<file path="config.mk">
export PLATFORM = sky130hd
export DESIGN_NAME = pdf_fill_unit
export DESIGN_NICKNAME = d
export VERILOG_FILES = /design/src/rtl/pdf_pkg.sv /design/src/rtl/pdf_classify.sv /design/src/rtl/pdf_field_mux.sv /design/src/rtl/pdf_out_stage.sv /design/src/rtl/pdf_fill_unit.sv
export SDC_FILE = /design/constraint.sdc
export NUM_CORES = 1
export LEC_CHECK = 0
export BUFFER_PORTS_ARGS = -buffer_cell sky130_fd_sc_hd__buf_2
export CAP_MARGIN = 0
export CORE_ASPECT_RATIO = 1.25
export CORE_MARGIN = 10
export CORE_UTILIZATION = 52
export CTS_BUF_LIST = sky130_fd_sc_hd__clkbuf_8
export DETAILED_ROUTE_END_ITERATION = 8
export PLACE_DENSITY = 0.87
export SETUP_SLACK_MARGIN = 0.1
export SLEW_MARGIN = 20
export SYNTH_ARGS = -nofsm -noshare
export SYNTH_HDL_FRONTEND = slang
export SYNTH_HIERARCHICAL = 1
export SYNTH_SLANG_ARGS = --single-unit
</file>
<file path="constraint.sdc">
create_clock -name clk -period 2.54 [get_ports clk]
set_clock_uncertainty 0.05 [all_clocks]
set_input_delay 0.508 -clock clk [delete_from_list [all_inputs] [get_ports clk]]
set_output_delay 0.508 -clock clk [all_outputs]
set_load 0.05 [all_outputs]
</file>
<file path="src/rtl/pdf_pkg.sv">
package pdf_pkg;
  localparam int INSTR_W = 32;
  localparam int OP_W    = 6;
  localparam int CLASS_W = 4;
  localparam int REG_W   = 5;
  localparam int GRP_W   = 3;
  localparam int SLOT_N  = 4;
  localparam int PL_W    = INSTR_W - OP_W;
  localparam int LOW_W   = PL_W - SLOT_N * REG_W;
  localparam int PD_W    = INSTR_W + CLASS_W;
  localparam int SUB_HI_BIT = PL_W + 2;
  localparam int SUB_LO_BIT = PL_W;

  localparam logic [GRP_W-1:0] GRP_ALU_R = 3'b000;
  localparam logic [GRP_W-1:0] GRP_ALU_I = 3'b001;
  localparam logic [GRP_W-1:0] GRP_MEM   = 3'b010;
  localparam logic [GRP_W-1:0] GRP_CTL   = 3'b011;
  localparam logic [GRP_W-1:0] GRP_FPU   = 3'b100;
  localparam logic [GRP_W-1:0] GRP_MDU   = 3'b101;

  typedef enum logic [CLASS_W-1:0] {
    UC_ALU = 4'd0,
    UC_MEM = 4'd1,
    UC_BR  = 4'd2,
    UC_FP  = 4'd3,
    UC_MD  = 4'd4,
    UC_ILL = 4'd15
  } unit_class_e;

  typedef enum logic [1:0] {
    PM_KEEP  = 2'd0,
    PM_STORE = 2'd1,
    PM_ROT   = 2'd2,
    PM_MD    = 2'd3
  } perm_e;

  typedef struct packed {
    unit_class_e cls;
    logic        fp_dest;
    perm_e       perm;
  } pd_ctrl_t;
endpackage

</file>
<file path="src/rtl/pdf_classify.sv">
module pdf_classify
  import pdf_pkg::*;
(
  input  logic [GRP_W-1:0] grp,
  input  logic             sub_hi,
  input  logic             sub_lo,
  output pd_ctrl_t         ctrl
);
  always_comb begin
    ctrl.cls     = UC_ILL;
    ctrl.fp_dest = 1'b0;
    ctrl.perm    = PM_KEEP;
    case (grp)
      GRP_ALU_R, GRP_ALU_I: ctrl.cls = UC_ALU;
      GRP_MEM: begin
        ctrl.cls = UC_MEM;
        if (sub_hi) ctrl.perm = PM_STORE;
        else        ctrl.fp_dest = sub_lo;
      end
      GRP_CTL: begin
        ctrl.cls = UC_BR;
        if (!sub_hi) ctrl.perm = PM_ROT;
      end
      GRP_FPU: begin
        ctrl.cls     = UC_FP;
        ctrl.fp_dest = 1'b1;
        ctrl.perm    = PM_ROT;
      end
      GRP_MDU: begin
        ctrl.cls  = UC_MD;
        ctrl.perm = PM_MD;
      end
      default: ctrl.cls = UC_ILL;
    endcase
  end
endmodule

</file>
<file path="src/rtl/pdf_field_mux.sv">
module pdf_field_mux
  import pdf_pkg::*;
(
  input  perm_e           perm,
  input  logic [PL_W-1:0] payload,
  output logic [PL_W-1:0] norm
);
  logic [REG_W-1:0] slot [SLOT_N];
  logic [LOW_W-1:0] low;

  for (genvar g = 0; g < SLOT_N; g++) begin : g_slot
    assign slot[g] = payload[PL_W-1-g*REG_W -: REG_W];
  end
  assign low = payload[LOW_W-1:0];

  // slot 0 = bits 25:21, 1 = 20:16, 2 = 15:11, 3 = 10:6
  always_comb begin
    case (perm)
      PM_STORE: norm = {slot[2], slot[1], slot[0], slot[3], low};
      PM_ROT:   norm = {slot[2], slot[0], slot[1], slot[3], low};
      PM_MD:    norm = {slot[3], slot[0], slot[1], slot[2], low};
      default:  norm = payload;
    endcase
  end
endmodule

</file>
<file path="src/rtl/pdf_out_stage.sv">
module pdf_out_stage #(
  parameter int WIDTH = 36
) (
  input  logic             clk,
  input  logic             rst,
  input  logic             in_valid,
  output logic             in_ready,
  input  logic [WIDTH-1:0] in_data,
  output logic             out_valid,
  input  logic             out_ready,
  output logic [WIDTH-1:0] out_data
);
  assign in_ready = !out_valid || out_ready;

  always_ff @(posedge clk) begin
    if (rst)           out_valid <= 1'b0;
    else if (in_ready) out_valid <= in_valid;
  end

  always_ff @(posedge clk) begin
    if (in_valid && in_ready) out_data <= in_data;
  end
endmodule

</file>
<file path="src/rtl/pdf_fill_unit.sv">
module pdf_fill_unit
  import pdf_pkg::*;
(
  input  logic               clk,
  input  logic               rst,
  input  logic               in_valid,
  output logic               in_ready,
  input  logic [INSTR_W-1:0] in_instr,
  output logic               out_valid,
  input  logic               out_ready,
  output logic [PD_W-1:0]    out_word
);
  pd_ctrl_t        ctrl;
  logic [PL_W-1:0] norm;
  logic [PD_W-1:0] pd_word;

  pdf_classify u_cls (
    .grp    (in_instr[INSTR_W-1 -: GRP_W]),
    .sub_hi (in_instr[SUB_HI_BIT]),
    .sub_lo (in_instr[SUB_LO_BIT]),
    .ctrl   (ctrl)
  );

  pdf_field_mux u_mux (
    .perm    (ctrl.perm),
    .payload (in_instr[PL_W-1:0]),
    .norm    (norm)
  );

  // top opcode bit is replaced by the floating-point destination flag
  assign pd_word = {ctrl.cls, ctrl.fp_dest, in_instr[INSTR_W-2 -: OP_W-1], norm};

  pdf_out_stage #(.WIDTH(PD_W)) u_out (
    .clk       (clk),
    .rst       (rst),
    .in_valid  (in_valid),
    .in_ready  (in_ready),
    .in_data   (pd_word),
    .out_valid (out_valid),
    .out_ready (out_ready),
    .out_data  (out_word)
  );
endmodule

</file>
Word-level counts from Yosys, hierarchy flattened --
Index checks and enable logic that the tools add are counted.
Cells by class: equal/unequal tests 8, muxes and demuxes 7, reductions and logical operators 5
Operators by type and width (number):
- $pmux 26 s3 | 1
- $pmux 4 s5 | 1
- $pmux 2 s4 | 1
- $eq 3x2->1 const B | 2
- $eq 3x3->1 const B | 2
- $eq 2x2->1 const B | 2
- $eq 3x1->1 const B | 1
- $logic_not 3->1 | 1
- $eq 2x1->1 const B | 1
- $mux 1 | 2
- $mux 2 | 1
- $pmux 1 s2 | 1
- $reduce_or 2->1 | 1
- $logic_and 1x1->1 | 1
- $logic_not 1->1 | 1
- $logic_or 1x1->1 | 1
Storage, ports and cells: register bits after elaboration 37, input port bits 36, logic and storage cells 22

Depth between registers and ports, before layout --
Gate-level depths: netlist of the first run.
word-level depth 4, gate-level depth with buffers 6

Cells and area by module --
Netlist of the first run, hierarchy kept.
Modules (own cells, without submodules):
- pdf_out_stage | times used 1, cells each 41, area each 1136.1 um^2, sequential area each 1101.1 um^2
- pdf_field_mux | times used 1, cells each 51, area each 460.4 um^2, sequential area each 0.0 um^2
- pdf_classify | times used 1, cells each 12, area each 98.8 um^2, sequential area each 0.0 um^2

Worst setup path after synthesis of the first run --
Ideal clock, no wire load.
path type in2reg, start input in_instr[31], end register u_out.out_data[21] (data pin), arrival 1532 ps, required time 2229 ps, slack 697 ps, stages on the path 6, path through or3b_1 o21ai_2 buf_6 buf_12 mux2i_1 mux2i_1
RTL lines:
- from (decl) | RTL line pdf_fill_unit.sv:8 | input logic [INSTR_W-1:0] in_instr,
- to (signal assigned) | RTL line pdf_out_stage.sv:21 | if (in_valid && in_ready) out_data <= in_data;
- to (decl) | RTL line pdf_out_stage.sv:11 | output logic [WIDTH-1:0] out_data

==> results of run 1 <==
## flip-flops by register name (all words and copies together) (netlist names)
signal,flops
u_out/out_data,36
u_out/out_valid,1
## per-stage QoR
stage | hold WS (ps) | utilization [%]
6_report | 320 | 67.2
5_1_grt | 317 | 67.2
2_1_floorplan | 520 | -
4_1_cts | 310 | 67.2
3_3_place_gp | 433 | 64.5
3_5_place_dp | 447 | 64.5
## layout make-up
cell class	count	area [µm²]	area share (%)
inverter	2	7.51	0.353
tap	37	46.3	2.18
timing repair buffer	75	393	18.5
clock inverter	3	17.5	0.823
multi-input combinational	55	494	23.2
sequential	37	1100	51.7
clock buffer	5	68.8	3.23
## layer usage
layer	global-route usage (%)	up-vias	part of all wire, %
met1	13.6	499	38
met4	5.29	0	1.4
met5	0	-	0
met3	9.17	7	16
li1	-	530	-
met2	18.7	64	45
## power breakdown
part | internal [W] | leakage (nW) | switching (W) | total [W]
Clock | 0.000189 | 0.0439 | 0.000204 | 0.000393
Sequential | 0.000723 | 0.358 | 0.00000994 | 0.000733
Combinational | 0.0000929 | 0.492 | 0.000233 | 0.000326
## layout by cell type (no fill, tap or decap), types with 2 or more instances in the layout
master | Yosys | routed
sky130_fd_sc_hd__inv_1 | 2 | 2
sky130_fd_sc_hd__edfxtp_1 | 36 | 36
sky130_fd_sc_hd__o21ai_1 | 6 | 6
sky130_fd_sc_hd__mux2i_1 | 20 | 20
sky130_fd_sc_hd__clkbuf_8 | 0 | 5
sky130_fd_sc_hd__buf_2 | 1 | 73
sky130_fd_sc_hd__clkinv_2 | 0 | 2
sky130_fd_sc_hd__nand2_1 | 5 | 5
sky130_fd_sc_hd__nand4bb_1 | 2 | 2
sky130_fd_sc_hd__mux2_2 | 11 | 11
## path summary, 6_finish.rpt
kind                                start                            to  cells after the start
min                                   rst  u_out/out_valid$_SDFFE_PP0P_                      2
max                          in_instr[31]   u_out/out_data[8]$_DFFE_PP_                      6
min reg2reg  u_out/out_valid$_SDFFE_PP0P_  u_out/out_valid$_SDFFE_PP0P_                      2
max reg2reg  u_out/out_valid$_SDFFE_PP0P_  u_out/out_data[24]$_DFFE_PP_                      2
## kinds of logic after synthesis
logic type               after synthesis  share of synthesized area, %
multiplexers                          31                          19.1
AO/OA/AOI/OAI                         10                          3.54
flip-flops                            37                          64.9
AND/OR/NAND/NOR                       13                          5.90
adder cells (fa/ha/maj)                1                         0.590
buffers and inverters                 12                          5.90
==> implementation parameters, run 1 <==
Parameter                              Value

Run
  Number of maximum-capacitance constraint violations ... 0

Cells and area
  Area overhead of the layout relative to synthesis ... 25.5%
  Post-route design area ... roughly 0.0021 mm²
  Final #Nets ... between 200 and 250
  Proportion of layout cells with a drive suffix above 1 ... about 57%
  Final non-filler cell total ... between 200 and 250
  Fillcell total ... between 200 and 300
  # diodes ... 0

Setup path
  CP Max Fanout ... 26
  Worst-path cell with the longest stage delay ... sky130_fd_sc_hd__or3b_1
  Nature of the critical path startpoint ... primary input
  WP data required ... between 2000 and 3000 ps
  Worst path top cell family by delay ... simple AND/OR/NAND/NOR gates
  Delay of the slowest critical-path stage ... just under 400 ps
  Critical path data arrival time ... between 1500 and 2000 ps
  Critical path class ... in2reg
  Chain of cells forming the critical path ... buf_2 -> or3b_1 -> o21ai_2 -> buf_12 -> nand2_4 -> mux2_2
  Type of element capturing the critical path ... flop
  Worst Path Buf+Inv ... 2
  Setup slack on the worst flop-to-flop path ... 1260 ps

Clock network
  TritonCTS buffer count ... 5
  Cts-stage hold buffer count ... 0
  Post-CTS setup buffer count ... 0
  Number of buffers on the longest clock path ... 2
  Clock Latency Late Sink ... roughly 280 ps
  TritonCTS clock tree ... done
  Number of sinks driven by the clock tree ... 37
  Total of cells resized after clock tree synthesis ... 0
  Clock edge transition at the registers on the reported setup and hold paths ... approximately 70 ps
  Master cell of the clock root buffer ... sky130_fd_sc_hd__clkbuf_8
  Level count of the clock H-tree ... 2

Synthesis
  Library cells used by synthesis ... 23
  Number of warning messages in the yosys log ... 6
  Main flop type after synthesis ... sky130_fd_sc_hd__edfxtp_1
  #FFs+latches synth ... 37
  EDFF count, synth ... 36
  Post-synthesis instance area ... roughly 0.0017 mm²
  Synthesized instance count ... between 100 and 150
  Cell type with the largest total area after synthesis ... sky130_fd_sc_hd__edfxtp_1
  Dominant cell by count in the synthesized netlist ... sky130_fd_sc_hd__edfxtp_1
  Leading cell types by count after synthesis ... sky130_fd_sc_hd__edfxtp_1, sky130_fd_sc_hd__mux2i_1, sky130_fd_sc_hd__mux2_2
  Fraction of synthesis flops using an asynchronous set or reset pin ... 0%
  Synth Area per Inst ... approximately 16 µm²
  Fraction of the yosys area taken by sequential cells ... between 60% and 70%
  Top cell type's share of synthesized area ... a little under two thirds
  Synthesized netlist net count ... 140
  Cell types occupying the most area after synthesis ... sky130_fd_sc_hd__edfxtp_1, sky130_fd_sc_hd__mux2i_1, sky130_fd_sc_hd__mux2_2

STA
  Number of failing setup endpoints in the final timing report ... 0
  Worst path setup slack after routing ... about 720 ps
  Pin slew with the least headroom to its limit ... 466 ps
  Minimum clock period ... 1820 ps
  Setup repair after global routing missed its margin ... no
  Highest attainable clock frequency ... approximately 550 MHz
  Hold Violations, Final ... 0
  Number of max-slew violations in the final report ... 0
  Final worst-path cycle share ... approximately 72%
  Worst slew slack as a fraction of its limit ... 68.9%
  Final total negative setup slack ... 0 ps

Floorplanning
  Die Wd ... a little over 70 µm
  Chip height ... around 84 µm
  I/O Pins ... 74
  Floorplan Core Area ... around 0.0032 mm²
  Initial Util ... 53.6%
  DIE AREA ... about 0.006 mm²
  Standard-cell row count ... 23

Global route
  Largest net degree at the start of global routing ... 37
  Sum of overflow across all layers after global routing ... 0
  First-pass GRT wire length ... between 5000 and 6000 µm
  Number of antenna violations at the first check in global routing ... 0
  Number of global-route vias before repair ... about 1200
  GR Util All Layers ... between 10 and 15%

Power and ir drop
  Leakage Power ... approximately 0.9 nW
  Maximum ir drop on the vdd rail ... between 0.0004 and 0.0005 V
  Power per Cell Area ... ~680 mW/mm²
  Power, Total ... 0.00145 W

Route
  Count of TritonRoute iterations in the first routing pass ... 3
  Initial DRC count ... 80
  Average via count per standard cell ... between 5 and 6
  Final routed DRC violation total ... 0
  Vias after detailed routing ... between 1000 and 1500
  Final antenna-violating net count ... 0
  Detailed-route wire length ... between 3000 and 4000 µm
  Average wire per cell in the routed design ... roughly 17 µm

Run status
  Result of the run ... complete, no violations

Placement
  Number of port buffers ... 73
  Half-perimeter wire length after detailed placement ... 2900 µm
  Area post-placement ... approximately 0.002 mm²
  # placed instances ... ~210
  Worst slack, placed ... around 420 ps
  Placer Congestion ... 0.737

Min path
  Class of the tightest hold or removal check ... in2reg
Power figures use the tool's default switching activity.
==> run 2: changes to the inputs <==
--- a/config.mk
+++ b/config.mk
@@ -9,10 +9,10 @@
 export CAP_MARGIN = 0
 export CORE_ASPECT_RATIO = 1.25
 export CORE_MARGIN = 10
-export CORE_UTILIZATION = 52
+export CORE_UTILIZATION = 49
 export CTS_BUF_LIST = sky130_fd_sc_hd__clkbuf_8
 export DETAILED_ROUTE_END_ITERATION = 8
-export PLACE_DENSITY = 0.87
+export PLACE_DENSITY = 0.82
 export SETUP_SLACK_MARGIN = 0.1
 export SLEW_MARGIN = 20
 export SYNTH_ARGS = -nofsm -noshare
==> constraint.sdc (replaced) <==
create_clock -name clk -period 1.81 [get_ports clk]
set_clock_uncertainty 0.05 [all_clocks]
set_input_delay 0.362 -clock clk [delete_from_list [all_inputs] [get_ports clk]]
set_output_delay 0.362 -clock clk [all_outputs]
set_load 0.05 [all_outputs]
==> run 2 against run 1 <==
Compared with the run above: sequential share of layout area down 1.2 points; global-route usage down 0.39 points; worst setup slack worse by 530 ps; sequential power up 41%; power up 40%; cell count up 3.3%; critical path depth unchanged; first-iteration DRC count down 36%; final area up 2.3%; largest power group unchanged; highest routed layer unchanged.
==> implementation parameters, run 2 (synthesis gave the netlist of run 1 again) <==
Parameter                              Value

STA
  Hold Violations, Final ... 0 (unchanged)
  Number of max-slew violations in the final report ... 0 (unchanged)
  Worst slew slack as a fraction of its limit ... 68.1% (-0.78 points)
  Minimum clock period ... 1630 ps
  Pin slew with the least headroom to its limit ... 478 ps (+11.8 ps)
  Highest attainable clock frequency ... around 610 MHz
  Number of failing setup endpoints in the final timing report ... 0 (unchanged)
  Worst path setup slack after routing ... 184 ps (-533 ps)
  Setup repair after global routing missed its margin ... no
  Final worst-path cycle share ... between 80% and 90%

Clock network
  Level count of the clock H-tree ... 2 (unchanged)
  Clock Latency Late Sink ... 280 ps (about the same)
  TritonCTS buffer count ... 5 (unchanged)
  Post-CTS setup buffer count ... 0 (unchanged)
  Cts-stage hold buffer count ... 0 (unchanged)
  Number of sinks driven by the clock tree ... 37 (unchanged)
  Master cell of the clock root buffer ... sky130_fd_sc_hd__clkbuf_8
  Total of cells resized after clock tree synthesis ... 0 (unchanged)
  Clock edge transition at the registers on the reported setup and hold paths ... 70 ps (about the same)
  Number of buffers on the longest clock path ... 2 (unchanged)
  TritonCTS clock tree ... done

Power and ir drop
  Power, Total ... 0.00204 W (+40%)
  Leakage Power ... 0.933 nW (+4.5%)
  Maximum ir drop on the vdd rail ... 0.000720 V (+62%)
  Power per Cell Area ... 936 mW/mm² (+37%)

Cells and area
  Final non-filler cell total ... 221 (+3.3%)
  Most common library cell in the layout ignoring fill and taps ... sky130_fd_sc_hd__buf_2
  Largest registers ... u_out/out_data x36, u_out/out_valid x1
  Register with the highest flop count ... u_out/out_data
  Proportion of layout cells with a drive suffix above 1 ... 58.2% (+1.1 points)
  Largest register FFs ... 36 (unchanged)
  Final #Nets ... 219 (+3.3%)
  # diodes ... 0 (unchanged)
  Leading cell types in the layout, fill and taps excluded ... sky130_fd_sc_hd__buf_2, sky130_fd_sc_hd__edfxtp_1, sky130_fd_sc_hd__mux2i_1
  Area overhead of the layout relative to synthesis ... 28.4%

Route
  Initial DRC count ... 51 (-36%)
  Final routed DRC violation total ... 0 (unchanged)
  Average wire per cell in the routed design ... 17.6 µm (+1.9%)
  Vias after detailed routing ... 1148 (+4.4%)
  Count of TritonRoute iterations in the first routing pass ... 4 (+1)
  Average via count per standard cell ... 5.19 (+1.1%)
  Final antenna-violating net count ... 0 (unchanged)
  Detailed-route wire length ... 3890 µm (+5.2%)

Placement
  Number of port buffers ... 73 (unchanged)
  Worst slack, placed ... -108 ps (-525 ps)
  Placer Congestion ... 0.796 (+7.9%)
  # placed instances ... 213 (+3.4%)
  Half-perimeter wire length after detailed placement ... 3030 µm (+4.5%)

Setup path
  Nature of the critical path startpoint ... primary input
  Delay of the slowest critical-path stage ... 390 ps (about the same)
  CP Max Fanout ... 23 (-12%)
  Type of element capturing the critical path ... flop
  Critical path class ... in2reg
  Worst-path cell with the longest stage delay ... sky130_fd_sc_hd__or3b_1
  Chain of cells forming the critical path ... buf_2 -> or3b_1 -> o21ai_2 -> buf_12 -> nand2_4 -> mux2_2
  Critical path data arrival time ... 1610 ps (-200 ps)
  Worst path top cell family by delay ... simple AND/OR/NAND/NOR gates
  WP data required ... 1800 ps (-730 ps)
  Worst Path Buf+Inv ... 2 (unchanged)

Run status
  Result of the run ... complete, no violations

Global route
  Number of antenna violations at the first check in global routing ... 0 (unchanged)
  Sum of overflow across all layers after global routing ... 0 (unchanged)
  Largest net degree at the start of global routing ... 37 (unchanged)
  Number of global-route vias before repair ... 1357 (+11%)
  First-pass GRT wire length ... 6170 µm (+3.4%)
  GR Util All Layers ... 12.3% (-0.39 points)

Run
  Number of maximum-capacitance constraint violations ... 0 (unchanged)

Floorplanning
  DIE AREA ... 0.00623 mm² (+4.5%)
  Standard-cell row count ... 23 (unchanged)
  Floorplan Core Area ... 0.00328 mm² (+3.6%)
  Initial Util ... 51.7% (-1.9 points)
  I/O Pins ... 74 (unchanged)
  Chip height ... 85.8 µm (+2.3%)
  Die Wd ... 72.6 µm (+2.2%)

Min path
  Class of the tightest hold or removal check ... in2reg
[run 2: changes by cell type in the layout (fill, tap and decap cells not counted)]
cell / change
sky130_fd_sc_hd__buf_4: +7
sky130_fd_sc_hd__inv_1: +1
sky130_fd_sc_hd__clkinvlp_4: -1
[run 2: final timing paths]
kind	slack, ps	to	startpoint	cells after the start
worst min-delay path	180	u_out/out_valid$_SDFFE_PP0P_	rst	2
worst max-delay path	180	u_out/out_data[8]$_DFFE_PP_	in_instr[31]	6
worst min register to register	450	u_out/out_valid$_SDFFE_PP0P_	u_out/out_valid$_SDFFE_PP0P_	2
worst max register to register	520	u_out/out_data[12]$_DFFE_PP_	u_out/out_valid$_SDFFE_PP0P_	2
[run 2: report_power, final]
group / switching, W / internal [W]
sequential: 0.0000146 / 0.00102
combinational: 0.000333 / 0.000141
clock: 0.000273 / 0.000261
total: 0.000621 / 0.00142
[run 2: routing by layer]
metal | GRT usage (%) | vias up | wire length [µm]
li1 | - | 544 | -
met1 | 13.1 | 533 | 1550
met2 | 20.1 | 63 | 1840
met3 | 6.81 | 8 | 435
met4 | 4.15 | 0 | 61
met5 | 0 | - | 0
[run 2: through the flow]
stage               instance area, µm²  hold WS [ps]  setup TNS [ps]  utilization [%]
floorplan                         1700           374               0                -
global placement                  2090           433            -891             63.8
detailed placement                2090           445           -1230             63.8
CTS                               2180           171               0             66.4
global route                      2180           175               0             66.4
finish                            2180           180               0             66.4
[run 2: layout make-up]
type	instances	area, µm²
inverter	2	7.51
multi-input combinational	55	494
sequential	37	1100
clock buffer	5	68.8
clock inverter	3	13.8
fill	255	1100
timing repair buffer	82	445
tap	37	46.3
==> run 3: changes to the inputs <==
--- a/config.mk
+++ b/config.mk
@@ -9,10 +9,9 @@
 export CAP_MARGIN = 0
 export CORE_ASPECT_RATIO = 1.25
 export CORE_MARGIN = 10
-export CORE_UTILIZATION = 49
-export CTS_BUF_LIST = sky130_fd_sc_hd__clkbuf_8
+export CORE_UTILIZATION = 47
 export DETAILED_ROUTE_END_ITERATION = 8
-export PLACE_DENSITY = 0.82
+export PLACE_DENSITY = 0.79
 export SETUP_SLACK_MARGIN = 0.1
 export SLEW_MARGIN = 20
 export SYNTH_ARGS = -nofsm -noshare
==> run 3 against run 2 <==
Compared with the run above: worst hold slack got worse by 8.3 ps; wire length decreased by 0.82%; maximum frequency decreased by 0.94%; critical path depth unchanged; final area increased by 2.8%; utilization decreased by 2.1 points; count of clock-buffer cells in the layout unchanged; largest cell class unchanged; sequential power about the same; largest power group unchanged; register-to-register slack about the same; combinational power increased by 1%.
==> implementation parameters, run 3 (synthesis gave the netlist of run 1 again) <==
Parameter                              Value

Power and ir drop
  Maximum ir drop on the vdd rail ... 0.000674 V (-6.3%)
  Power per Cell Area ... 992 mW/mm² (+6.0%)
  Leakage Power ... 0.946 nW (+1.3%)

Clock network
  Clock edge transition at the registers on the reported setup and hold paths ... 80 ps (about the same)
  Cts-stage hold buffer count ... 0 (unchanged)
  TritonCTS clock tree ... done
  Number of buffers on the longest clock path ... 2 (unchanged)
  Master cell of the clock root buffer ... sky130_fd_sc_hd__clkbuf_8
  Number of sinks driven by the clock tree ... 37 (unchanged)
  Clock Latency Late Sink ... 280 ps (about the same)
  TritonCTS buffer count ... 5 (unchanged)
  Level count of the clock H-tree ... 2 (unchanged)
  Post-CTS setup buffer count ... 0 (unchanged)
  Total of cells resized after clock tree synthesis ... 0 (unchanged)

Cells and area
  Register with the highest flop count ... u_out/out_data
  Area overhead of the layout relative to synthesis ... 32.0%
  Post-route design area ... 0.00224 mm² (+2.8%)
  Fillcell total ... 275 (+7.8%)
  Largest registers ... u_out/out_data x36, u_out/out_valid x1
  Proportion of layout cells with a drive suffix above 1 ... 58.7% (+0.54 points)
  # diodes ... 0 (unchanged)
  Final #Nets ... 219 (unchanged)
  Final cell utilization of the core ... 64.2% (-2.1 points)
  Largest register FFs ... 36 (unchanged)
  Most common library cell in the layout ignoring fill and taps ... sky130_fd_sc_hd__buf_2
  Leading cell types in the layout, fill and taps excluded ... sky130_fd_sc_hd__buf_2, sky130_fd_sc_hd__edfxtp_1, sky130_fd_sc_hd__mux2i_1

Route
  Vias after detailed routing ... 1136 (-1.0%)
  Average via count per standard cell ... 5.09 (-1.9%)
  Count of TritonRoute iterations in the first routing pass ... 4 (unchanged)
  Average wire per cell in the routed design ... 17.3 µm (-1.7%)
  Final routed DRC violation total ... 0 (unchanged)
  Final antenna-violating net count ... 0 (unchanged)
  Initial DRC count ... 96 (+88%)
  Detailed-route wire length ... 3860 µm (-0.82%)

Setup path
  Critical path class ... in2reg
  Nature of the critical path startpoint ... primary input
  WP data required ... 1800 ps (about the same)
  CP Max Fanout ... 24 (+4.3%)
  Type of element capturing the critical path ... flop
  R2R Path Start ... u_out/out_valid$_SDFFE_PP0P_
  Critical path data arrival time ... 1640 ps (+30 ps)
  Setup crit start ... in_instr[31]

Run status
  Result of the run ... complete, no violations

Global route
  GR Util All Layers ... 12.3% (-0.038 points)
  First-pass GRT wire length ... 6080 µm (-1.5%)
  Sum of overflow across all layers after global routing ... 0 (unchanged)
  Number of global-route vias before repair ... 1255 (-7.5%)
  Number of antenna violations at the first check in global routing ... 0 (unchanged)
  Largest net degree at the start of global routing ... 37 (unchanged)

Floorplanning
  Die Wd ... 73.7 µm (+1.5%)
  I/O Pins ... 74 (unchanged)
  Standard-cell row count ... 24 (+4.3%)
  Chip height ... 87.2 µm (+1.6%)
  Initial Util ... 48.7% (-3.0 points)
  DIE AREA ... 0.00642 mm² (+3.2%)
  Floorplan Core Area ... 0.00348 mm² (+6.2%)

Placement
  Placer Congestion ... 0.805 (+1.1%)
  Area post-placement ... 0.00212 mm² (+1.3%)
  Number of port buffers ... 73 (unchanged)
  Worst slack, placed ... -117 ps (-8.75 ps)
  Half-perimeter wire length after detailed placement ... 2980 µm (-1.6%)

STA
  Setup repair after global routing missed its margin ... no
  Final worst-path cycle share ... 90.7% (+0.85 points)
  Highest attainable clock frequency ... 609 MHz (-0.94%)
  Minimum clock period ... 1640 ps (+15.4 ps)
  Worst hold slack across all endpoints ... 171 ps (-8.27 ps)
  Final total negative setup slack ... 0 ps (unchanged)
  Worst slew slack as a fraction of its limit ... 67.6% (-0.50 points)
  Worst path setup slack after routing ... 168 ps (-15.4 ps)
  Pin slew with the least headroom to its limit ... 486 ps (+7.50 ps)
  Number of max-slew violations in the final report ... 0 (unchanged)
  Hold Violations, Final ... 0 (unchanged)
  Number of failing setup endpoints in the final timing report ... 0 (unchanged)

Min path
  Class of the tightest hold or removal check ... in2reg
  Worst Min Path Start ... rst

Run
  Number of maximum-capacitance constraint violations ... 0 (unchanged)
run 3: cell types whose count changed in the layout (fill, tap and decap cells not counted):
cell,change
sky130_fd_sc_hd__buf_4,-2
sky130_fd_sc_hd__buf_12,+2
sky130_fd_sc_hd__bufinv_16,+1
sky130_fd_sc_hd__clkinv_2,-2
sky130_fd_sc_hd__clkinvlp_4,+1
sky130_fd_sc_hd__clkinv_4,+1
sky130_fd_sc_hd__inv_1,-1
run 3: power breakdown:
part           total [W]  internal [W]  switching, W  leakage (nW)
combinational   0.000481      0.000148      0.000333         0.533
sequential       0.00103       0.00101     0.0000144         0.358
clock           0.000709      0.000412      0.000297        0.0543
total            0.00222       0.00157      0.000644         0.946
run 3: critical path, cell delays in order:
cell and delay, ps:
sky130_fd_sc_hd__buf_2 100, sky130_fd_sc_hd__or3b_1 390, sky130_fd_sc_hd__o21ai_2 190, sky130_fd_sc_hd__buf_12 210, sky130_fd_sc_hd__nand2_4 90, sky130_fd_sc_hd__mux2_2 280
run 3: through the flow:
stage               std cells  total power (W)
floorplan                 104          0.00139
global placement          215          0.00152
detailed placement        215          0.00153
CTS                       223          0.00224
global route              223          0.00232
finish                    223          0.00222
run 3: final cells by class:
cell class / count / area (µm²) / area share (%)
Multi-Input combinational cell: 55 / 494 / 22.1
Sequential cell: 37 / 1100 / 49.2
Inverter: 2 / 7.51 / 0.336
Tap cell: 39 / 48.8 / 2.18
Timing Repair Buffer: 82 / 470 / 21.0
Clock buffer: 5 / 68.8 / 3.08
Clock inverter: 3 / 46.3 / 2.07
run 3: worst paths after layout:
kind	endpoint	slack, ps	depth (start not counted)
worst max-delay path	u_out/out_data[9]$_DFFE_PP_	170	6
worst min register to register	u_out/out_valid$_SDFFE_PP0P_	440	2
worst max register to register	u_out/out_data[32]$_DFFE_PP_	520	2
worst min-delay path	u_out/out_valid$_SDFFE_PP0P_	170	2
run 3: per-layer routing:
metal,GRT usage [%],routed length [µm],up-vias
met5,0,0,-
met4,4.07,48,0
met3,6.96,477,6
met2,19.6,1840,56
met1,13.4,1490,527
li1,-,-,547
